<file path="src/rtl/cas_pkg.sv">
package cas_pkg;
   typedef enum logic [1:0] {
      SZ_BYTE = 2'd0,
      SZ_HALF = 2'd1,
      SZ_WORD = 2'd2,
      SZ_BAD  = 2'd3
   } cas_size_e;

   typedef enum logic [2:0] {
      ST_IDLE,
      ST_FAIL,
      ST_READ,
      ST_WRITE,
      ST_DONE
   } cas_state_e;
endpackage

</file>
<file path="src/rtl/cas_req_check.sv">
module cas_req_check
   import cas_pkg::*;
#(
   parameter bit STRICT_ALIGN = 1'b1
) (
   input  logic [1:0] addr_lo,
   input  cas_size_e  size,
   output logic       fault
);
   logic bad_code;
   logic misaligned;

   assign bad_code = (size == SZ_BAD);

   generate
      if (STRICT_ALIGN) begin : g_strict
         always_comb begin
            case (size)
               SZ_HALF: misaligned = addr_lo[0];
               SZ_WORD: misaligned = |addr_lo;
               default: misaligned = 1'b0;
            endcase
         end
      end else begin : g_relaxed
         assign misaligned = 1'b0;
      end
   endgenerate

   assign fault = bad_code | misaligned;
endmodule

</file>
<file path="src/rtl/cas_datapath.sv">
module cas_datapath
   import cas_pkg::*;
#(
   parameter int DATA_W = 32
) (
   input  logic              clk,
   input  logic              rst_n,
   input  logic              capture,
   input  logic [DATA_W-1:0] req_cmp,
   input  logic [DATA_W-1:0] req_new,
   input  cas_size_e         size,
   input  logic              load_en,
   input  logic [DATA_W-1:0] mem_rdata,
   output logic [DATA_W-1:0] loaded,
   output logic [DATA_W-1:0] wdata
);
   localparam int BYTE_W = 8;
   localparam int HALF_W = 16;
   localparam logic [DATA_W-1:0] MASK_B = DATA_W'({BYTE_W{1'b1}});
   localparam logic [DATA_W-1:0] MASK_H = DATA_W'({HALF_W{1'b1}});
   localparam logic [DATA_W-1:0] MASK_W = {DATA_W{1'b1}};

   logic [DATA_W-1:0] expect_q;
   logic [DATA_W-1:0] swap_q;
   logic [DATA_W-1:0] load_q;
   logic [DATA_W-1:0] size_mask;
   logic              hit;

   always_comb begin
      case (size)
         SZ_BYTE: size_mask = MASK_B;
         SZ_HALF: size_mask = MASK_H;
         default: size_mask = MASK_W;
      endcase
   end

   always_ff @(posedge clk or negedge rst_n) begin
      if (!rst_n) begin
         expect_q <= '0;
         swap_q   <= '0;
         load_q   <= '0;
      end else begin
         if (capture) begin
            expect_q <= req_cmp;
            swap_q   <= req_new;
         end
         if (load_en)
            load_q <= mem_rdata & size_mask;
      end
   end

   assign hit    = (expect_q == load_q);
   assign loaded = load_q;
   assign wdata  = hit ? (swap_q & size_mask) : load_q;
endmodule

</file>
<file path="src/rtl/cas_ctrl.sv">
module cas_ctrl
   import cas_pkg::*;
#(
   parameter int ADDR_W = 32
) (
   input  logic              clk,
   input  logic              rst_n,
   input  logic              req_valid,
   input  logic              fault,
   input  logic [ADDR_W-1:0] req_addr,
   input  cas_size_e         req_size,
   input  logic              mem_ack,
   output logic              req_ready,
   output logic              capture,
   output logic              load_en,
   output logic              mem_rd,
   output logic              mem_wr,
   output logic              mem_lock,
   output logic [ADDR_W-1:0] addr_q,
   output cas_size_e         size_q,
   output logic              rsp_done,
   output logic              rsp_err
);
   cas_state_e state, state_nx;

   assign req_ready = (state == ST_IDLE);
   assign capture   = req_valid && req_ready;
   assign mem_rd    = (state == ST_READ);
   assign mem_wr    = (state == ST_WRITE);
   assign mem_lock  = mem_rd | mem_wr;
   assign load_en   = mem_rd && mem_ack;
   assign rsp_done  = (state == ST_DONE) || (state == ST_FAIL);
   assign rsp_err   = (state == ST_FAIL);

   always_comb begin
      state_nx = state;
      case (state)
         ST_IDLE:  if (req_valid) state_nx = fault ? ST_FAIL : ST_READ;
         ST_READ:  if (mem_ack) state_nx = ST_WRITE;
         ST_WRITE: if (mem_ack) state_nx = ST_DONE;
         ST_FAIL:  state_nx = ST_IDLE;
         ST_DONE:  state_nx = ST_IDLE;
         default:  state_nx = ST_IDLE;
      endcase
   end

   always_ff @(posedge clk or negedge rst_n) begin
      if (!rst_n) begin
         state  <= ST_IDLE;
         addr_q <= '0;
         size_q <= SZ_BYTE;
      end else begin
         state <= state_nx;
         if (capture) begin
            addr_q <= req_addr;
            size_q <= req_size;
         end
      end
   end


   lock_span_chk: assert property (@(posedge clk) disable iff (!rst_n)
      (mem_rd || mem_wr) |-> mem_lock);


   rd_wr_excl_chk: assert property (@(posedge clk) disable iff (!rst_n)
      $onehot0({mem_rd, mem_wr}));


   rd_hold_chk: assert property (@(posedge clk) disable iff (!rst_n)
      (mem_rd && !mem_ack) |=> (mem_rd && $stable(addr_q)));


   wr_hold_chk: assert property (@(posedge clk) disable iff (!rst_n)
      (mem_wr && !mem_ack) |=> (mem_wr && $stable(addr_q)));


   rd_then_wr_chk: assert property (@(posedge clk) disable iff (!rst_n)
      (mem_rd && mem_ack) |=> mem_wr);


   done_pulse_chk: assert property (@(posedge clk) disable iff (!rst_n)
      rsp_done |=> !rsp_done);


   busy_ready_chk: assert property (@(posedge clk) disable iff (!rst_n)
      (mem_lock || rsp_done) |-> !req_ready);
endmodule

</file>
<file path="src/rtl/cas_unit.sv">
module cas_unit
   import cas_pkg::*;
#(
   parameter int ADDR_W       = 32,
   parameter int DATA_W       = 32,
   parameter bit STRICT_ALIGN = 1'b1
) (
   input  logic              clk,
   input  logic              rst_n,
   input  logic              req_valid,
   output logic              req_ready,
   input  logic [ADDR_W-1:0] req_addr,
   input  logic [1:0]        req_size,
   input  logic [DATA_W-1:0] req_cmp,
   input  logic [DATA_W-1:0] req_new,
   output logic              rsp_done,
   output logic              rsp_err,
   output logic [DATA_W-1:0] rsp_data,
   output logic              mem_rd,
   output logic              mem_wr,
   output logic              mem_lock,
   output logic [ADDR_W-1:0] mem_addr,
   output logic [1:0]        mem_size,
   output logic [DATA_W-1:0] mem_wdata,
   input  logic [DATA_W-1:0] mem_rdata,
   input  logic              mem_ack
);
   initial begin : param_chk
      assert (DATA_W == 32) else $error("cas_unit: DATA_W must be 32");
      assert (ADDR_W >= 2)  else $error("cas_unit: ADDR_W must be at least 2");
   end

   cas_size_e         size_in;
   cas_size_e         size_q;
   logic              fault;
   logic              capture;
   logic              load_en;
   logic [DATA_W-1:0] loaded;

   assign size_in = cas_size_e'(req_size);

   cas_req_check #(.STRICT_ALIGN(STRICT_ALIGN)) u_check (
      .addr_lo (req_addr[1:0]),
      .size    (size_in),
      .fault   (fault)
   );

   cas_ctrl #(.ADDR_W(ADDR_W)) u_ctrl (
      .clk       (clk),
      .rst_n     (rst_n),
      .req_valid (req_valid),
      .fault     (fault),
      .req_addr  (req_addr),
      .req_size  (size_in),
      .mem_ack   (mem_ack),
      .req_ready (req_ready),
      .capture   (capture),
      .load_en   (load_en),
      .mem_rd    (mem_rd),
      .mem_wr    (mem_wr),
      .mem_lock  (mem_lock),
      .addr_q    (mem_addr),
      .size_q    (size_q),
      .rsp_done  (rsp_done),
      .rsp_err   (rsp_err)
   );

   cas_datapath #(.DATA_W(DATA_W)) u_data (
      .clk       (clk),
      .rst_n     (rst_n),
      .capture   (capture),
      .req_cmp   (req_cmp),
      .req_new   (req_new),
      .size      (size_q),
      .load_en   (load_en),
      .mem_rdata (mem_rdata),
      .loaded    (loaded),
      .wdata     (mem_wdata)
   );

   assign mem_size = size_q;
   assign rsp_data = (rsp_done && !rsp_err) ? loaded : '0;


   bad_code_chk: assert property (@(posedge clk) disable iff (!rst_n)
      (req_valid && req_ready && req_size == 2'd3) |=> (rsp_err && !mem_rd && !mem_wr));


   zext_byte_chk: assert property (@(posedge clk) disable iff (!rst_n)
      (rsp_done && mem_size == 2'd0) |-> (rsp_data[DATA_W-1:8] == '0));


   zext_half_chk: assert property (@(posedge clk) disable iff (!rst_n)
      (rsp_done && mem_size == 2'd1) |-> (rsp_data[DATA_W-1:16] == '0));


   err_no_access_chk: assert property (@(posedge clk) disable iff (!rst_n)
      rsp_err |-> (rsp_done && !mem_lock && $past(req_ready)));

   generate
      if (STRICT_ALIGN) begin : g_align_chk

         misalign_reject_chk: assert property (@(posedge clk) disable iff (!rst_n)
            (req_valid && req_ready &&
             ((req_size == 2'd1 && req_addr[0]) || (req_size == 2'd2 && req_addr[1:0] != 2'd0)))
            |=> (rsp_err && !mem_rd));
      end
   endgenerate
endmodule

</file>
<file path="config.mk">
export PLATFORM = sky130hd
export DESIGN_NAME = cas_unit
export DESIGN_NICKNAME = d
export VERILOG_FILES = /design/src/rtl/cas_pkg.sv /design/src/rtl/cas_req_check.sv /design/src/rtl/cas_datapath.sv /design/src/rtl/cas_ctrl.sv /design/src/rtl/cas_unit.sv
export SDC_FILE = /design/constraint.sdc
export NUM_CORES = 1
export LEC_CHECK = 0
export BUFFER_PORTS_ARGS = -buffer_cell sky130_fd_sc_hd__buf_2
export CAP_MARGIN = 5
export CORE_MARGIN = 5
export CORE_UTILIZATION = 55
export CTS_BUF_LIST = sky130_fd_sc_hd__clkbuf_4 sky130_fd_sc_hd__clkbuf_8
export DETAILED_ROUTE_END_ITERATION = 12
export PLACE_DENSITY = 0.88
export SYNTH_ARGS = -nofsm -noshare
export SYNTH_HDL_FRONTEND = slang
export SYNTH_SLANG_ARGS = --single-unit
</file>
<file path="constraint.sdc">
create_clock -name clk -period 5.6 [get_ports clk]
set_clock_uncertainty 0.05 [all_clocks]
set_input_delay 1.12 -clock clk [delete_from_list [all_inputs] [get_ports clk]]
set_output_delay 1.12 -clock clk [all_outputs]
set_load 0.02 [all_outputs]
</file>
==> key figures, run 1 <==
Detailed routing
  • DR DRC count: 0
  • DRT iter0 DRCs: 276
  • Detailed Route WL: 16.98 mm
  • Average wire per cell in the routed design: 18.66 µm
  • Detail-routed via count per cell: 5.263
  • Router iterations before antenna repair: 4
  • Number of nets still failing antenna checks after routing: 0
  • Via Count: 4789

Logic synthesis
  • Share of the yosys chip area belonging to registers: 53.42%
  • Simple-gate area share of the yosys netlist: 10.18%
  • Post-synth top area cell: sky130_fd_sc_hd__dfrtp_1
  • Post-synthesis instance area: 6230 µm²
  • Xor/xnor share of the synthesized area: 4.499%
  • Largest family of logic cells by synthesized area: multiplexers
  • Adder-cell share of the synthesized area: 0.6025%
  • Register bit total from synthesis: 133
  • Multiplexer share of the synthesized area: 24.46%
  • Unique cell type count in the Yosys netlist: 29
  • Number of instances in the synthesized netlist: 525
  • Average instance area after synthesis: 11.87 µm²
  • Synthesized netlist net count: 662
  • Ys Warns: 0
  • Top area cells in the synthesized netlist: sky130_fd_sc_hd__dfrtp_1 (53%), sky130_fd_sc_hd__mux2_2 (20%), sky130_fd_sc_hd__xor2_1 (4.5%), sky130_fd_sc_hd__nand2_1 (4.5%), sky130_fd_sc_hd__mux2i_1 (3.9%)
  • Fraction of synthesized cell area taken by the top area cell type: 53.42%
  • Compound-gate portion of the synthesized area: 2.631%

Clock tree
  • Number of hold buffers added after cts: 0
  • Worst skew pair latency: 440 ps
  • Count of H-tree levels built during CTS: 4
  • Clock tree from TritonCTS: yes
  • Setup fix buffers added after clock tree synthesis: 0
  • Maximum buffer depth of the clock tree: 2
  • Total clock buffers created by CTS: 17
  • Count of instances resized after the clock tree is built: 0
  • CTS sink cnt: 133
  • Clock slew at reported path FFs: 70 ps
  • Clock root buffer master: sky130_fd_sc_hd__clkbuf_8

STA
  • Unrepaired setup endpoints after global routing: no
  • Final TNS setup: 0 ps
  • Worst hold slack: 454.5 ps
  • Period minus WS final: 4373 ps
  • Actual slew at the worst max-slew pin: 984.6 ps
  • Final Hold Violating Endpoints: 0
  • Final setup fails: 0
  • Worst rel slew slack: 34.36%
  • Max-slew violation count: 0
  • Share of the cycle needed by the critical path after routing: 78.09%
  • Fmax: 228.7 MHz

Floorplanning
  • Number of rows created at floorplan: 38
  • Starting density of the core: 56.72%
  • Chip Height: 116.4 µm
  • Top-level port count: 238
  • Overall die width: 116.4 µm
  • Area of the core: 10980 µm²
  • Die ar.: 13550 µm²

Placed design
  • Input/output buffers: 237
  • Inst Count DP: 877
  • Weighted congestion reported at the end of routability-driven placement: 0.8121
  • Post-DP HPWL: 12.48 mm

Global routing
  • Global-route wire length before repair: 26.69 mm
  • Largest net degree at the start of global routing: 81
  • All-Layer GR Usage: 26.05%
  • Vias in the first global route: 5187
  • Gr ovfl total: 0
  • Initial antenna violation count: 3

Pwr
  • Leakage power: 0.003958 µW
  • Cell area power density: 579.4 nW/µm²
  • Max VDD drop: 0.4280 mV
  • Share of total power in combinational logic: 42.0%
  • Power dissipated by switching net loads: 1791 µW
  • Clk network pwr share: 18.7%
  • Switching power as a share of total power: 39.03%
  • Internal power: 2798 µW
  • Part of the power in registers: 39.3%

Layout
  • # nets final: 893
  • Most used cells in the layout excluding fill and tap cells: sky130_fd_sc_hd__buf_2 (236), sky130_fd_sc_hd__dfrtp_1 (133), sky130_fd_sc_hd__mux2_2 (108)
  • Share of final-layout standard cells stronger than drive strength 1: 50.52%
  • Signed area change from the synthesized netlist to the final layout: 27.13%
  • Core Util, Final: 72.11%
  • Most common cell after layout, fill and taps aside: sky130_fd_sc_hd__buf_2
  • Count of non-filler cells in the finished layout: 910
  • Fill cell count: 771

Worst setup path
  • Class of the most critical setup path: reg -> out
  • Arrival time of the worst setup path: 3200 ps
  • Startpoint types: register
  • Element type at the critical path end: primary output
  • Data required time of the critical path: 4430 ps
  • Worst flop-to-flop path startpoint: u_ctrl.state[2]
  • Critical-path maximum fanout: 19
  • Setup slack of the worst register-to-register path: 3010 ps
  • Worst reg-to-reg path cell count: 4
  • Endpoint of the most critical register-to-register path: u_data.expect_q[23]
  • CP Launch Point: u_data.loaded[26]

Run
  • Number of violations of the max-capacitance limit: 0

Worst hold path
  • Min-Delay Endpoint: u_ctrl.addr_q[15]
  • Worst min-delay path category: reg -> reg
  • Hold path startpoint: u_ctrl.addr_q[15]
  • Cell count of the worst hold path: 1

Outcome
  • Status: finished, final reports clean
power groups by stage:
stage / Combinational (µW) / Sequential, µW / Clock, µW
floorplan: 1210 / 1870 / 0
global placement: 1880 / 1770 / 0
detailed placement: 1940 / 1810 / 0
CTS: 1950 / 1800 / 874
global route: 2100 / 1870 / 918
finish: 1930 / 1800 / 859
logic make-up (layout without fill, tap and decap cells):
| group | count (synthesis) | count (layout) |
|---|---|---|
| AOI/OAI and AO/OA | 31 | 31 |
| and+or+nand+nor | 131 | 131 |
| buffers and inverters | 57 | 300 |
| xor gates and xnor gates | 32 | 32 |
| muxes | 138 | 138 |
| other | 0 | 2 |
| DFF | 133 | 133 |
| adders and majority gates | 3 | 3 |
worst max-delay path by stage:
stage / endpoint / slack [ps] / cells past startpoint
after global placement: mem_wdata[30] / 1650 / 7
final: mem_wdata[28] / 1230 / 7
after floorplan: mem_wdata[11] / 2650 / 6
after global routing: mem_wdata[27] / 1040 / 7
after detailed placement: mem_wdata[28] / 1650 / 7
after CTS: mem_wdata[28] / 1150 / 7
through the flow:
| step | setup WS, ps | cell area (µm²) | power, µW |
|---|---|---|---|
| 2_1_floorplan | 2648 | 6230 | 3084 |
| 3_3_place_gp | 1653 | 7483 | 3651 |
| 3_5_place_dp | 1646 | 7483 | 3750 |
| 4_1_cts | 1152 | 7915 | 4627 |
| 5_1_grt | 1042 | 7920 | 4886 |
| 6_report | 1227 | 7920 | 4589 |
layout make-up:
| class | instances | area (µm²) | area share [%] |
|---|---|---|---|
| clock buffer | 23 | 310.3 | 3.918 |
| tap | 140 | 175.2 | 2.212 |
| clock inverter | 8 | 121.4 | 1.532 |
| multi-input combinational | 335 | 2649 | 33.44 |
| timing repair buffer | 242 | 1230 | 15.53 |
| sequential | 133 | 3328 | 42.02 |
| inverter | 27 | 101.3 | 1.280 |
| antenna | 2 | 5.005 | 0.06319 |
critical path: stages (launching register included):
cell and delay (ps):
sky130_fd_sc_hd__dfrtp_1 420, sky130_fd_sc_hd__xor2_1 190, sky130_fd_sc_hd__nor4_1 510, sky130_fd_sc_hd__nand4_1 230
sky130_fd_sc_hd__nor2_4 580, sky130_fd_sc_hd__buf_4 400, sky130_fd_sc_hd__mux2i_1 230, sky130_fd_sc_hd__buf_2 190
synthesized netlist by cell type:
library cell               count
sky130_fd_sc_hd__clkbuf_1     13
sky130_fd_sc_hd__nand2b_1      2
sky130_fd_sc_hd__o211ai_1      1
sky130_fd_sc_hd__xor2_1       32
sky130_fd_sc_hd__nor3_2        1
sky130_fd_sc_hd__inv_1        27
sky130_fd_sc_hd__mux2_2      108
sky130_fd_sc_hd__or3_1         1
sky130_fd_sc_hd__mux2i_1      24
sky130_fd_sc_hd__clkbuf_2      1
sky130_fd_sc_hd__nand2_1      74
sky130_fd_sc_hd__buf_2        10
sky130_fd_sc_hd__nor4_1        8
sky130_fd_sc_hd__buf_4         3
sky130_fd_sc_hd__nand4_1       2
sky130_fd_sc_hd__dfrtp_1     133
sky130_fd_sc_hd__and2_1       33
sky130_fd_sc_hd__nor3_1        1
sky130_fd_sc_hd__o21ai_0      25
sky130_fd_sc_hd__o21bai_1      1
sky130_fd_sc_hd__a21oi_1       3
sky130_fd_sc_hd__mux2_1        6
sky130_fd_sc_hd__ha_1          3
sky130_fd_sc_hd__a221oi_1      1
sky130_fd_sc_hd__nor3b_1       2
sky130_fd_sc_hd__or2_2         2
sky130_fd_sc_hd__nor2_1        4
sky130_fd_sc_hd__buf_6         3
sky130_fd_sc_hd__nor2_4        1
state kept, by name, summed over array words and instances, names as in the netlist:
| name | flops |
|---|---|
| u_ctrl.addr_q | 32 |
| u_ctrl.size_q | 2 |
| u_ctrl.state | 3 |
| u_data.expect_q | 32 |
| u_data.loaded | 32 |
| u_data.swap_q | 32 |
per-layer routing:
layer  share of wire (%)  routed length (µm)  GRT usage, %
met1                  38                6488         30.57
met2                  50                8496         44.13
met3                 9.1                1552         8.756
met4                 2.6                 439         10.44
met5               0.041                   7             0
(Power assumes the default switching activity.)
==> run 2: changes to the inputs <==
ABC_AREA = 1   (was unset)
CORE_UTILIZATION = 46   (was 55)
PLACE_DENSITY = 0.78   (was 0.88)
clock period = 3.6 ns   (was 5.6 ns; I/O delays follow)
==> run 2 against run 1 <==
  * First-iteration DRC count decreased by 0.36%
  * Worst hold slack got worse by 130 ps
  * Combinational power increased by 51%
  * Critical path type unchanged
  * Critical endpoint is now mem_wdata[30]
  * Largest cell class unchanged
  * Register-to-register slack got worse by 1500 ps
==> key figures, run 2 <==
Outcome
  • Status: finished, final reports clean (unchanged)

Layout
  • # nets final: 1047 (was 893)
  • Signed area change from the synthesized netlist to the final layout: 27.39% (was 27.13%)
  • Core Util, Final: 59.23% (was 72.11%)
  • Fill cell count: 1296 (was 771)
  • Share of final-layout standard cells stronger than drive strength 1: 40.95% (was 50.52%)
  • Antenna cell count: 0 (was 2)
  • Most common cell after layout, fill and taps aside: sky130_fd_sc_hd__buf_2 (unchanged)
  • Most used cells in the layout excluding fill and tap cells: sky130_fd_sc_hd__buf_2 (236), sky130_fd_sc_hd__nand2_1 (138), sky130_fd_sc_hd__dfrtp_1 (133) (was sky130_fd_sc_hd__buf_2 (236), sky130_fd_sc_hd__dfrtp_1 (133), sky130_fd_sc_hd__mux2_2 (108))
  • Post-route design area: 8158 µm² (was 7920 µm²)

Worst setup path
  • Gate family responsible for the most delay along the worst path: simple AND/OR/NAND/NOR gates (unchanged)
  • Cell occurring most often along the worst timing path: sky130_fd_sc_hd__nand2_1
  • Critical-path maximum fanout: 21 (was 19)
  • Data required time of the critical path: 2830 ps (was 4430 ps)
  • Cell with the largest stage delay on the worst path: sky130_fd_sc_hd__dfrtp_1 (was sky130_fd_sc_hd__nor2_4)
  • Arrival time of the worst setup path: 2410 ps (was 3200 ps)
  • Class of the most critical setup path: reg -> out (unchanged)
  • List of cells traversed by the critical path: inv_1, nand2_1, nand2_1, nand2_1, nor2_1, nand2_1, nor2_4, buf_4, nand3_1, nand2_1, buf_2 (was xor2_1, nor4_1, nand4_1, nor2_4, buf_4, mux2i_1, buf_2)
  • Slowest cell delay on critical path: 390 ps (was 580 ps)
  • Startpoint types: register (unchanged)
  • Number of buffer and inverter stages on the critical path: 3 (was 2)
  • Setup slack of the worst register-to-register path: 1540 ps (was 3010 ps)
  • Element type at the critical path end: primary output (unchanged)

Logic synthesis
  • Post-synth top area cell: sky130_fd_sc_hd__dfrtp_1 (unchanged)
  • Number of instances in the synthesized netlist: 677 (was 525)
  • Average instance area after synthesis: 9.459 µm² (was 11.87 µm²)
  • Share of the yosys chip area belonging to registers: 51.97% (was 53.42%)
  • Count leader, synth: sky130_fd_sc_hd__nand2_1 (was sky130_fd_sc_hd__dfrtp_1)
  • Fraction of synthesized cell area taken by the top area cell type: 51.97% (was 53.42%)
  • EDFF count, synth: 0 (unchanged)
  • Compound-gate portion of the synthesized area: 5.139% (was 2.631%)
  • Ys Warns: 0 (unchanged)
  • Xor/xnor share of the synthesized area: 3.556% (was 4.499%)
  • Synthesized netlist net count: 814 (was 662)
  • Post-synthesis instance area: 6404 µm² (was 6230 µm²)
  • Top area cells in the synthesized netlist: sky130_fd_sc_hd__dfrtp_1 (52%), sky130_fd_sc_hd__mux2_2 (14%), sky130_fd_sc_hd__nand2_1 (8.1%), sky130_fd_sc_hd__nand3_1 (4.5%), sky130_fd_sc_hd__inv_1 (4.4%) (was sky130_fd_sc_hd__dfrtp_1 (53%), sky130_fd_sc_hd__mux2_2 (20%), sky130_fd_sc_hd__xor2_1 (4.5%), sky130_fd_sc_hd__nand2_1 (4.5%), sky130_fd_sc_hd__mux2i_1 (3.9%))
  • Largest family of logic cells by synthesized area: simple AND/OR/NAND/NOR gates (was multiplexers)
  • Share of async-settable or async-resettable flops after synthesis: 100.0% (unchanged)
  • Simple-gate area share of the yosys netlist: 17.23% (was 10.18%)
  • Multiplexer share of the synthesized area: 14.24% (was 24.46%)
  • Adder-cell share of the synthesized area: 0.5862% (was 0.6025%)
  • Unique cell type count in the Yosys netlist: 21 (was 29)
  • Leading cell types by count after synthesis: sky130_fd_sc_hd__nand2_1 (138), sky130_fd_sc_hd__dfrtp_1 (133), sky130_fd_sc_hd__mux2_2 (77) (was sky130_fd_sc_hd__dfrtp_1 (133), sky130_fd_sc_hd__mux2_2 (108), sky130_fd_sc_hd__nand2_1 (74))
  • Register bit total from synthesis: 133 (unchanged)
  • Top flip-flop cell by instance count after synthesis: sky130_fd_sc_hd__dfrtp_1 (unchanged)

Detailed routing
  • Number of nets still failing antenna checks after routing: 0 (unchanged)
  • DRT iter0 DRCs: 275 (was 276)
  • Detailed Route WL: 17.11 mm (was 16.98 mm)
  • Average wire per cell in the routed design: 15.51 µm (was 18.66 µm)
  • Router iterations before antenna repair: 4 (unchanged)
  • Via Count: 5472 (was 4789)
  • DR DRC count: 0 (unchanged)
  • Detail-routed via count per cell: 4.961 (was 5.263)

STA
  • Unrepaired setup endpoints after global routing: no (unchanged)
  • Worst rel slew slack: 31.35% (was 34.36%)
  • Final setup fails: 0 (unchanged)
  • Share of the cycle needed by the critical path after routing: 88.43%
  • Final TNS setup: 0 ps (unchanged)
  • Actual slew at the worst max-slew pin: 1030 ps (was 984.6 ps)
  • Max-slew violation count: 0 (unchanged)
  • Fmax: 314.1 MHz
  • Final Hold Violating Endpoints: 0 (unchanged)
  • Period minus WS final: 3183 ps

Clock tree
  • Setup fix buffers added after clock tree synthesis: 0 (unchanged)
  • Clock tree from TritonCTS: yes (unchanged)
  • Worst skew pair latency: 440 ps (about the same)
  • CTS sink cnt: 133 (unchanged)
  • Number of hold buffers added after cts: 0 (unchanged)
  • Clock slew at reported path FFs: 70 ps (about the same)
  • Maximum buffer depth of the clock tree: 2 (unchanged)
  • Count of H-tree levels built during CTS: 4 (unchanged)
  • Count of instances resized after the clock tree is built: 0 (unchanged)
  • Total clock buffers created by CTS: 17 (unchanged)
  • Clock root buffer master: sky130_fd_sc_hd__clkbuf_8 (unchanged)

Global routing
  • Largest net degree at the start of global routing: 110 (was 81)
  • Initial antenna violation count: 0 (was 3)
  • Vias in the first global route: 5630 (was 5187)
  • Gr ovfl total: 0 (unchanged)
  • All-Layer GR Usage: 21.27% (was 26.05%)
  • Global-route wire length before repair: 27.33 mm (was 26.69 mm)

Floorplanning
  • Top-level port count: 238 (unchanged)
  • Number of rows created at floorplan: 43 (was 38)
  • Chip Height: 128.0 µm (was 116.4 µm)
  • Overall die width: 128.0 µm (was 116.4 µm)
  • Area of the core: 13770 µm² (was 10980 µm²)
  • Starting density of the core: 46.49% (was 56.72%)
  • Die ar.: 16380 µm² (was 13550 µm²)

Pwr
  • Cell area power density: 838.4 nW/µm² (was 579.4 nW/µm²)
  • Max VDD drop: 0.4708 mV (was 0.4280 mV)
  • Total power: 6840 µW (was 4589 µW)
  • Leakage power: 0.004347 µW (was 0.003958 µW)

Placed design
  • Area after DPL: 7745 µm² (was 7483 µm²)
  • Weighted congestion reported at the end of routability-driven placement: 0.8488 (was 0.8121)
  • Post-DP HPWL: 12.64 mm (was 12.48 mm)
  • Input/output buffers: 237 (unchanged)

Run
  • Number of violations of the max-capacitance limit: 0 (unchanged)

Worst hold path
  • Worst min-delay path category: in -> async (was reg -> reg)
run 2: path summary, 6_finish.rpt:
path,endpoint,cells after the start,start
setup / recovery,mem_wdata[30],11,u_data.loaded[12]
hold / removal,u_data.swap_q[18],1,rst_n
setup reg to reg,u_data.expect_q[23],6,u_ctrl.state[1]
hold reg to reg,u_ctrl.addr_q[0],2,u_ctrl.addr_q[0]
max in group asynchronous,u_data.loaded[2],2,rst_n
min in group clk,u_data.loaded[6],3,mem_rdata[6]
run 2: through the flow:
stage	setup WS [ps]	std cells	hold WS [ps]
after detailed placement	883.7	1071	420.3
after floorplan	1477	677	374.4
final	416.7	1103	324.0
after global placement	905.6	1071	422.9
after global routing	187.6	1103	412.6
after CTS	384.7	1103	389.4
run 2: area by class of cell:
| cell class | count | area, µm² | share of cell area, % |
|---|---|---|---|
| Clock buffer | 21 | 289.0 | 3.543 |
| Tap cell | 180 | 225.2 | 2.761 |
| Multi-Input combinational cell | 433 | 2615 | 32.06 |
| Timing Repair Buffer | 248 | 1287 | 15.78 |
| Inverter | 77 | 289.0 | 3.543 |
| Clock inverter | 11 | 123.9 | 1.518 |
| Sequential cell | 133 | 3328 | 40.80 |
run 2: logic make-up after synthesis:
| family | after synthesis |
|---|---|
| AND/OR/NAND/NOR | 266 |
| flip-flops | 133 |
| buffers and inverters | 111 |
| adder cells (fa/ha/maj) | 3 |
| XOR/XNOR | 26 |
| multiplexers | 80 |
| AO/OA/AOI/OAI | 58 |
run 2: where the power goes:
group          internal [µW]  leakage (µW)  switching, µW  total [µW]
sequential              2190       0.00160            466        2660
combinational           1260       0.00255           1650        2910
clock                    689      0.000204            579        1270
run 2: metal layers:
| layer | wire (µm) | global-route usage (%) | vias to the layer above |
|---|---|---|---|
| li1 | - | - | 2621 |
| met1 | 7051 | 26.74 | 2619 |
| met2 | 8389 | 34.84 | 209 |
| met3 | 1379 | 6.417 | 23 |
| met4 | 285 | 7.678 | 0 |
| met5 | 0 | 0 | - |
